### config.mk
export PLATFORM = sky130hd
export DESIGN_NAME = mesh_link_node
export DESIGN_NICKNAME = d
export VERILOG_FILES = /design/src/rtl/mesh_link_pkg.sv /design/src/rtl/mesh_link_fifo.sv /design/src/rtl/mesh_barrier_port.sv /design/src/rtl/mesh_link_node.sv
export SDC_FILE = /design/constraint.sdc
export NUM_CORES = 1
export LEC_CHECK = 0
export ABC_CLOCK_PERIOD_IN_PS = 3110
export BUFFER_PORTS_ARGS = -buffer_cell sky130_fd_sc_hd__buf_2
export CORE_MARGIN = 1
export CORE_UTILIZATION = 50
export CTS_CLUSTER_SIZE = 25
export DETAILED_ROUTE_END_ITERATION = 10
export GPL_TIMING_DRIVEN = 0
export PLACE_DENSITY = 0.88
export SLEW_MARGIN = 40
export SYNTH_ARGS = -nofsm -noshare
export SYNTH_HDL_FRONTEND = slang
export SYNTH_SLANG_ARGS = --single-unit
### constraint.sdc
create_clock -name clk -period 3.11 [get_ports clk]
set_input_delay 0.622 -clock clk [delete_from_list [all_inputs] [get_ports clk]]
set_output_delay 0.622 -clock clk [all_outputs]
set_load 0.1 [all_outputs]
### src/rtl/mesh_link_pkg.sv
// Shared definitions for the mesh neighbor link unit.
// Assumes a rectangular grid without wraparound links.
package mesh_link_pkg;

    // Side codes; the value also indexes the four-bit link vectors.
    localparam int SIDE_N = 0;
    localparam int SIDE_E = 1;
    localparam int SIDE_S = 2;
    localparam int SIDE_W = 3;

    typedef enum logic [1:0] {
        BAR_IDLE = 2'd0,
        BAR_WAIT = 2'd1,
        BAR_DONE = 2'd2
    } bar_state_e;

    // Mask of sides that have a neighbor, for a core at (row, col).
    function automatic logic [3:0] side_mask(input int row, input int col,
                                             input int rows, input int cols);
        logic [3:0] m;
        m[SIDE_N] = (row > 0);
        m[SIDE_S] = (row < rows - 1);
        m[SIDE_W] = (col > 0);
        m[SIDE_E] = (col < cols - 1);
        return m;
    endfunction

endpackage

### src/rtl/mesh_link_fifo.sv
// Receive buffer for one side: a small circular FIFO with first-word
// fall-through on head_o.
// Assumes the caller pushes only when not full and pops only when not empty.
module mesh_link_fifo #(
    parameter int DATA_W = 32,
    parameter int DEPTH  = 4
) (
    input  logic              clk,
    input  logic              rst_n,
    input  logic              push_i,
    input  logic [DATA_W-1:0] data_i,
    input  logic              pop_i,
    output logic              full_o,
    output logic              empty_o,
    output logic [DATA_W-1:0] head_o
);
    localparam int AW = (DEPTH > 1) ? $clog2(DEPTH) : 1;
    localparam int CW = $clog2(DEPTH + 1);
    localparam logic [AW-1:0] LAST = AW'(DEPTH - 1);
    localparam logic [CW-1:0] FULL_CNT = CW'(DEPTH);

    logic [DATA_W-1:0] mem [DEPTH];
    logic [AW-1:0]     wr_q, rd_q;
    logic [CW-1:0]     cnt_q;

    assign full_o  = (cnt_q == FULL_CNT);
    assign empty_o = (cnt_q == '0);
    assign head_o  = mem[rd_q];

    // Storage write; no reset needed for the data array.
    always_ff @(posedge clk) begin
        if (push_i) mem[wr_q] <= data_i;
    end

    // Pointer and fill-level update.
    always_ff @(posedge clk) begin
        if (!rst_n) begin
            wr_q  <= '0;
            rd_q  <= '0;
            cnt_q <= '0;
        end else begin
            if (push_i) wr_q <= (wr_q == LAST) ? '0 : wr_q + 1'b1;
            if (pop_i)  rd_q <= (rd_q == LAST) ? '0 : rd_q + 1'b1;
            case ({push_i, pop_i})
                2'b10:   cnt_q <= cnt_q + 1'b1;
                2'b01:   cnt_q <= cnt_q - 1'b1;
                default: cnt_q <= cnt_q;
            endcase
        end
    end

    AST_NO_OVERFLOW: assert property (@(posedge clk) disable iff (!rst_n)
        push_i |-> (cnt_q < FULL_CNT));
    AST_NO_UNDERFLOW: assert property (@(posedge clk) disable iff (!rst_n)
        pop_i |-> (cnt_q != '0));
    AST_LEVEL_KEPT: assert property (@(posedge clk) disable iff (!rst_n)
        (push_i && pop_i) |=> $stable(cnt_q));

endmodule

### src/rtl/mesh_barrier_port.sv
// Per-core port into the global barrier tree. Raises arrival after a
// request, holds the core until release, then waits for the request to
// drop before it can arm again.
// Assumes the core keeps bar_req_i high while bar_stall_o is high.
module mesh_barrier_port
    import mesh_link_pkg::*;
(
    input  logic clk,
    input  logic rst_n,
    input  logic req_i,
    input  logic release_i,
    output logic arrive_o,
    output logic stall_o
);
    bar_state_e st_q;

    assign arrive_o = (st_q == BAR_WAIT);
    assign stall_o  = req_i && (st_q != BAR_DONE);

    // Barrier sequence: idle -> waiting -> done -> idle.
    always_ff @(posedge clk) begin
        if (!rst_n) begin
            st_q <= BAR_IDLE;
        end else begin
            case (st_q)
                BAR_IDLE: if (req_i)     st_q <= BAR_WAIT;
                BAR_WAIT: if (release_i) st_q <= BAR_DONE;
                BAR_DONE: if (!req_i)    st_q <= BAR_IDLE;
                default:                 st_q <= BAR_IDLE;
            endcase
        end
    end

    AST_ARRIVE_HOLD: assert property (@(posedge clk) disable iff (!rst_n)
        (arrive_o && !release_i) |=> arrive_o);
    AST_NO_REARM: assert property (@(posedge clk) disable iff (!rst_n)
        (arrive_o && release_i && req_i) |=> (!arrive_o && !stall_o));

endmodule

### src/rtl/mesh_link_node.sv
// Neighbor link unit for one core of a 2D mesh without wraparound.
// Four receive FIFOs (one per side), direct send lanes toward each
// neighbor, edge-side error reporting, and the barrier port.
// Assumes neighbors hold a word on their lane until it is accepted.
module mesh_link_node
    import mesh_link_pkg::*;
#(
    parameter int DATA_W = 32,
    parameter int DEPTH  = 4,
    parameter int ROWS   = 8,
    parameter int COLS   = 8,
    parameter int ROW    = 0,
    parameter int COL    = 0
) (
    input  logic                clk,
    input  logic                rst_n,
    input  logic                snd_valid_i,
    input  logic [1:0]          snd_dir_i,
    input  logic [DATA_W-1:0]   snd_data_i,
    output logic                snd_stall_o,
    input  logic                rcv_valid_i,
    input  logic [1:0]          rcv_dir_i,
    output logic [DATA_W-1:0]   rcv_data_o,
    output logic                rcv_stall_o,
    output logic                err_o,
    output logic [3:0]          out_valid_o,
    output logic [4*DATA_W-1:0] out_data_o,
    input  logic [3:0]          out_ready_i,
    input  logic [3:0]          in_valid_i,
    input  logic [4*DATA_W-1:0] in_data_i,
    output logic [3:0]          in_ready_o,
    input  logic                bar_req_i,
    output logic                bar_stall_o,
    output logic                bar_arrive_o,
    input  logic                bar_release_i
);
    localparam logic [3:0] HAVE = side_mask(ROW, COL, ROWS, COLS);

    logic [3:0]        empty_w;
    logic [DATA_W-1:0] head_w [4];
    logic              snd_ok, rcv_ok, err_q;

    assign snd_ok = HAVE[snd_dir_i];
    assign rcv_ok = HAVE[rcv_dir_i];

    // Core-side handshake outputs.
    assign snd_stall_o = snd_valid_i && snd_ok && !out_ready_i[snd_dir_i];
    assign rcv_stall_o = rcv_valid_i && rcv_ok && empty_w[rcv_dir_i];
    assign rcv_data_o  = head_w[rcv_dir_i];
    assign err_o       = err_q;

    for (genvar d = 0; d < 4; d++) begin : g_side
        assign out_valid_o[d] = snd_valid_i && HAVE[d] && (snd_dir_i == 2'(d));
        assign out_data_o[d*DATA_W +: DATA_W] = snd_data_i;

        if (HAVE[d]) begin : g_link
            logic full_w, push_w, pop_w;
            assign push_w        = in_valid_i[d] && !full_w;
            assign pop_w         = rcv_valid_i && (rcv_dir_i == 2'(d)) && !empty_w[d];
            assign in_ready_o[d] = !full_w;

            mesh_link_fifo #(.DATA_W(DATA_W), .DEPTH(DEPTH)) u_fifo (
                .clk     (clk),
                .rst_n   (rst_n),
                .push_i  (push_w),
                .data_i  (in_data_i[d*DATA_W +: DATA_W]),
                .pop_i   (pop_w),
                .full_o  (full_w),
                .empty_o (empty_w[d]),
                .head_o  (head_w[d])
            );
        end else begin : g_edge
            assign in_ready_o[d] = 1'b0;
            assign empty_w[d]    = 1'b1;
            assign head_w[d]     = '0;
        end
    end

    // Flag any access aimed at a side without a neighbor.
    always_ff @(posedge clk) begin
        if (!rst_n) err_q <= 1'b0;
        else        err_q <= (snd_valid_i && !snd_ok) || (rcv_valid_i && !rcv_ok);
    end

    mesh_barrier_port u_bar (
        .clk       (clk),
        .rst_n     (rst_n),
        .req_i     (bar_req_i),
        .release_i (bar_release_i),
        .arrive_o  (bar_arrive_o),
        .stall_o   (bar_stall_o)
    );

    AST_ERR_ON_EDGE: assert property (@(posedge clk) disable iff (!rst_n)
        ((snd_valid_i && !snd_ok) || (rcv_valid_i && !rcv_ok)) |=> err_o);
    AST_SEND_LANE: assert property (@(posedge clk) disable iff (!rst_n)
        $onehot0(out_valid_o));
    AST_EDGE_NO_STALL: assert property (@(posedge clk) disable iff (!rst_n)
        (snd_valid_i && !snd_ok) |-> !snd_stall_o);

endmodule

==> After elaboration in Yosys (flattened, before gate mapping) <==
Memories as Yosys holds them, arrays and structs flattened. A register that Yosys moved wholly into a read port is not among the register bits.
Index checks and enable logic that the tools add are counted.
{ "op_classes": {"n_lt_le_gt_ge": 3, "bitwise": 1, "n_reduce_logical": 29, "add_sub_neg": 8, "n_eq_ne": 20, "n_mux": 29} }
{ "ops": {"columns": ["operator", "n"], "rows": [
  ["32-bit binary-select mux with 2-bit select", 1],
  ["32-bit 2-to-1 mux", 2],
  ["2-bit 2-to-1 mux", 11],
  ["2-bit == test (second input constant)", 9],
  ["1-bit logical AND", 15],
  ["3-bit one-hot mux with 2 select lines", 2],
  ["2-bit by 1-bit == test with 1-bit output (second input constant)", 5],
  ["2-bit by 1-bit adder with 2-bit output (second input constant)", 4],
  ["1-bit binary-select mux with 2-bit select", 4],
  ["1-bit 2-to-1 mux", 8],
  ["1-bit logical NOT", 7],
  ["3-bit by 1-bit adder with 3-bit output (second input constant)", 2],
  ["3-bit == test (second input constant)", 2],
  ["3-bit logical NOT", 2],
  ["2-bit by 3-bit < comparator with 1-bit output (second input constant)", 2],
  ["2-bit inequality test (second input constant)", 3],
  ["2-bit one-hot mux with 3 select lines", 1],
  ["3-bit by 1-bit subtractor with 3-bit output (second input constant)", 2],
  ["2-bit nonzero test", 2],
  ["3-bit >= comparator (second input constant)", 1],
  ["2-bit NOT with 3-bit output", 1],
  ["3-bit AND reduction", 1],
  ["2-bit logical NOT", 1],
  ["2-bit by 1-bit inequality test with 1-bit output (second input constant)", 1],
  ["1-bit logical OR", 1]
]} }
{ "totals": {"n_memories": 2, "output_inout_bits": 173, "mem_bits_rw": 256, "word_cells": 100, "register_bits": 17} }
{ "mem_list": {"columns": ["name", "depth", "width", "rd", "rd_ports_with_merged_regs", "write_ports", "line_no", "rtl"], "rows": [
  ["g_side[1].g_link.u_fifo.mem", 4, 32, 1, 1, 1, "mesh_link_fifo.sv:22", "logic [DATA_W-1:0] mem [DEPTH];"],
  ["g_side[2].g_link.u_fifo.mem", 4, 32, 1, 1, 1, "mesh_link_fifo.sv:22", null]
]} }

==> Depth between registers and ports, before layout <==
{ "logic_depth": {"depth_word": 5, "mapped_depth": 10} }

==> Modules after synthesis <==
A second synthesis with hierarchy kept.
{ "hier_totals": {"hier_cells": 640, "hier_area_um2": 11898.9} }
{ "modules_own_cells": {"columns": ["module", "cells_per_inst", "area_each_um2", "instances"], "rows": [
  ["mesh_link_fifo", 214, 5122.4, 2],
  ["mesh_link_node", 200, 1547.7, 1],
  ["mesh_barrier_port", 12, 106.4, 1]
]} }

==> Least setup slack after synthesis <==
No wires, ideal clock.
{ "synth_path": {"kind": "input to output", "startpoint": "input port snd_dir_i[0]", "endpoint": "output port snd_stall_o", "setup_slack_ps": -1614, "arrival_ps": 4102, "stages": 3, "t_required_ps": 2488, "path_cell_list": "inv_1 ha_1 nor4b_1"} }
{ "synth_between": {"elab_chain_len": 4, "word_cells_on_any_way": 7, "classes_between": "mux (4); reduce/logical (3)"} }
{ "synth_rtl": {"columns": ["element", "line_no", "rtl"], "rows": [
  ["start, declared", "mesh_link_node.sv:18", "input logic [1:0] snd_dir_i,"],
  ["1-bit binary-select mux with 2-bit select (on tied branches)", "mesh_link_node.sv:43, mesh_link_node.sv:47", null],
  ["1-bit 2-to-1 mux (on tied branches)", "mesh_link_node.sv:43, mesh_link_node.sv:47", null],
  ["1-bit logical AND / 1-bit logical NOT (equally long branches)", "mesh_link_node.sv:47", "assign snd_stall_o = snd_valid_i && snd_ok && !out_ready_i[snd_dir_i];"],
  ["1-bit logical AND *", "mesh_link_node.sv:47", null],
  ["end, declared", "mesh_link_node.sv:20", "output logic snd_stall_o,"]
]} }
Mark *: on every way between the ends. The rest lies on a longest branch, timed or not. The select of a mux whose other input is x is not followed.

==> results.toml <==
[logic_synthesis]
synth-async-reset-ratio = 0
synth_xor_area_frac = 0.002875
syn-cell-area_sq_um = 12190
synthAdderAreaFrac = 0.01971
synthTopCellsByArea = "edfxtp_1, mux2i_1, buf_4, o221ai_2, dfxtp_1"
synth-compound-area-share = 0.07198
syn_inst = 756
synth_most_common_cell = "edfxtp_1"
ys_types = 41
synth_top_family_by_area = "multiplexers"
synthSimpleGateAreaFrac = 0.02588
synth_top_cell_area_share = 0.6309
synth_area_per_cell_sq_um = 16.12
synthTopCellsByCount = "edfxtp_1, buf_4, mux2i_1"
ys.flop_type = "edfxtp_1"
yosys-mux-area-fraction = 0.1084
synth-seq-cells = 277
yosys_warnings = 0
synth_edf_count = 256
yosysTopAreaCell = "edfxtp_1"
ys_seq_area_frac = 0.6654

[global_route]
grt_pass1_vias = 6684
grt_max_degree = 33
grt.overflow.total = 0
track_usage = 0.1975
grt_pass1_wl_mm = 36.76
antenna_found_initial = 11

[worst_hold_path]
whs_path_depth = 1
min_to = "g_side[1].g_link.u_fifo.mem[0][15]$_DFFE_PP_"
worstHoldStart = "in_data_i[47]"
hold_path_class = "in -> reg"

[finish]
final_area_sq_um = 14770
seqCellArea_sq_um = 8108
synthToLayoutAreaGrowth_pct = 21.20
drive_above_1_share = 0.4592
nNetsFinal = 1231
multi_input_area_sq_um = 2863
fillers = 1723

[sta]
relSlewSlack = 0.4917
fin_ws_ps = 128.7
final_max_slew_viol_count = 0
setup-violations-final = 0
rsz0062_at_grt = "false"
period_needed_ps = 2981
hold_viol = 0
min_period_over_period = 0.9586
fin_skew_ps = 15.42
max_clock_freq_mhz = 335.4
worst_pin_slew_ps = 753.0

[floorplanning]
io_pins = 351
dieArea_sq_um = 25000
row_count = 56
fp.dieW_um = 158.1
initial_core_util = 0.5145
core_area_sq_um = 23680
die_height_um = 158.1

[pwr]
ir_drop_v = 0.0004876
power_density_nw_per_um2 = 627.6
leakage_nw = 5.531
power_mw = 9.269

[placed_design]
placed_cell_area_sq_um = 13890
dp_hpwl_mm = 17.02
place.gp.congestion = 0.7863
port_buffers = 247
pre_cts_slack_ps = 161.4

[detailed_routing]
wl_per_cell_um = 18.31
vias = 7031
drc_errors = 0
wl_mm = 25.26
detail_route.first_pass.iterations = 5
drt-initial-drc-count = 392
avgViaCountPerCell = 5.095
ant_nets = 0

[setup_path]
r2r_end = "g_side[1].g_link.u_fifo.cnt_q[2]$_SDFFE_PN0P_"
reg2reg_slack_ps = 640
ff2ff_path_depth = 10
r2r-start = "g_side[1].g_link.u_fifo.cnt_q[2]$_SDFFE_PN0P_"
cp_top_family = "buffers and inverters"
path_class = "reg -> out"
path_buf_inv = 3
crit_chain = "buf_2 > buf_2 > mux2i_1 > o221ai_2 > buf_2"
cp_slowest_cell = "buf_2"
cp.required_ps = 2490
cpMostUsedCell = "buf_2"
end_kind = "output pin"
cpPeakStageDelay_ps = 470
cp.arrival_ps = 2360
path_max_fanout = 10
crit_path_start_kind = "flip-flop"

[run]
drv_cap = 0

[clock_network]
post-cts-setup-buffer-count = 0
numCtsBuffers = 27
postCtsHoldBufs = 0
cts_tree = "yes"
cts_sinks = 277
post_cts_resized = 0
path_clk_slew_ps = 60
cts_root_buf = "clkbuf_16"
cts_max_level = 1
clk_path_buf_depth = 3
clock_latency_ps = 520

[status]
status = "completed"
-- through the flow --
stage               TNS, ps  cells  utilization  hold slack [ps]
global placement          0   1325       0.5848            465.1
floorplan            -219.3    759            -            442.7
global route              0   1377       0.6233            290.9
finish                    0   1380       0.6236            307.2
CTS                       0   1373       0.6218            295.3
detailed placement        0   1325       0.5865            469.8
-- sequential cells by signal, indices dropped and copies added, names as in the netlist, named ones only --
register                    cells
g_side.g_link.u_fifo.rd_q       4
g_side.g_link.u_fifo.cnt_q      6
g_side.g_link.u_fifo.mem      256
u_bar.st_q                      2
g_side.g_link.u_fifo.wr_q       4
err_o                           1
-- per-layer routing --
layer	up-vias	GRT usage	wire length, um
met5	-	0	55
met4	8	0.04441	302
met3	40	0.04298	1804
met2	279	0.3592	13210
met1	3397	0.2382	9894
li1	3307	-	-
-- power breakdown --
| part | switching (mW) | internal (mW) |
|---|---|---|
| clock network | 1.27 | 1.79 |
| logic | 1.44 | 0.433 |
| registers | 0.0568 | 4.28 |
| total | 2.77 | 6.50 |
-- layout by cell type (no fill, tap or decap), drive strengths merged --
cell type,count
or3,3
a22oi,1
nor3b,1
o2bb2ai,1
nor2b,3
nor2,6
buf,394
and2,9
o21ai,10
a21oi,1
edfxtp,256
conb,4
o221ai,32
mux2i,132
xnor2,2
nand2,13
and4b,1
clkbuf,55
xor2,2
fa,2
a21boi,3
o22a,32
nand3,5
and3,8
clkinv,7
dfxtp,21
nor4b,1
nand4,2
diode,7
ha,16
nand3b,1
or3b,3
inv,21
bufinv,2
o311ai,4
-- area by class of cell --
class,instances,share of cell area
well taps,319,0.02702
flip-flops and latches,277,0.5490
repair buffers,247,0.08539
clock buffers,37,0.04897
inverters,19,0.004829
clock inverters,11,0.007625
multi-input cells,298,0.1938
diodes,7,0.001186
plain buffers,165,0.08218
-- kinds of logic (layout without fill, tap and decap cells) --
kind of cell | count (synthesis) | in the layout
flops | 277 | 277
mux | 132 | 132
xor+xnor | 4 | 4
fa+ha+maj | 18 | 18
other cells | 1 | 11
buf+inv | 184 | 479
simple gates | 56 | 56
compound gates | 84 | 84
-- worst reg2reg max path, delay by kind of cell (launching register included) --
family          cells  cell delay, ps
flops               1             370
buf+inv             3             290
compound gates      1             150
xor+xnor            1             160
fa+ha+maj           2             550
simple gates        3             880
-- worst max path at each step --
stage	startpoint	end	slack, ps	cells after the start
after CTS	flip-flop	rcv_data_o[3]	70	6
after global placement	rcv_dir_i[0]	rcv_data_o[19]	180	6
after detailed placement	rcv_dir_i[0]	rcv_data_o[19]	160	6
after global routing	flip-flop	rcv_data_o[24]	2	6
final	flip-flop	rcv_data_o[16]	130	5
after floorplan	snd_dir_i[0]	snd_stall_o	-220	3
No activity file was read; power rests on OpenSTA's default activity.
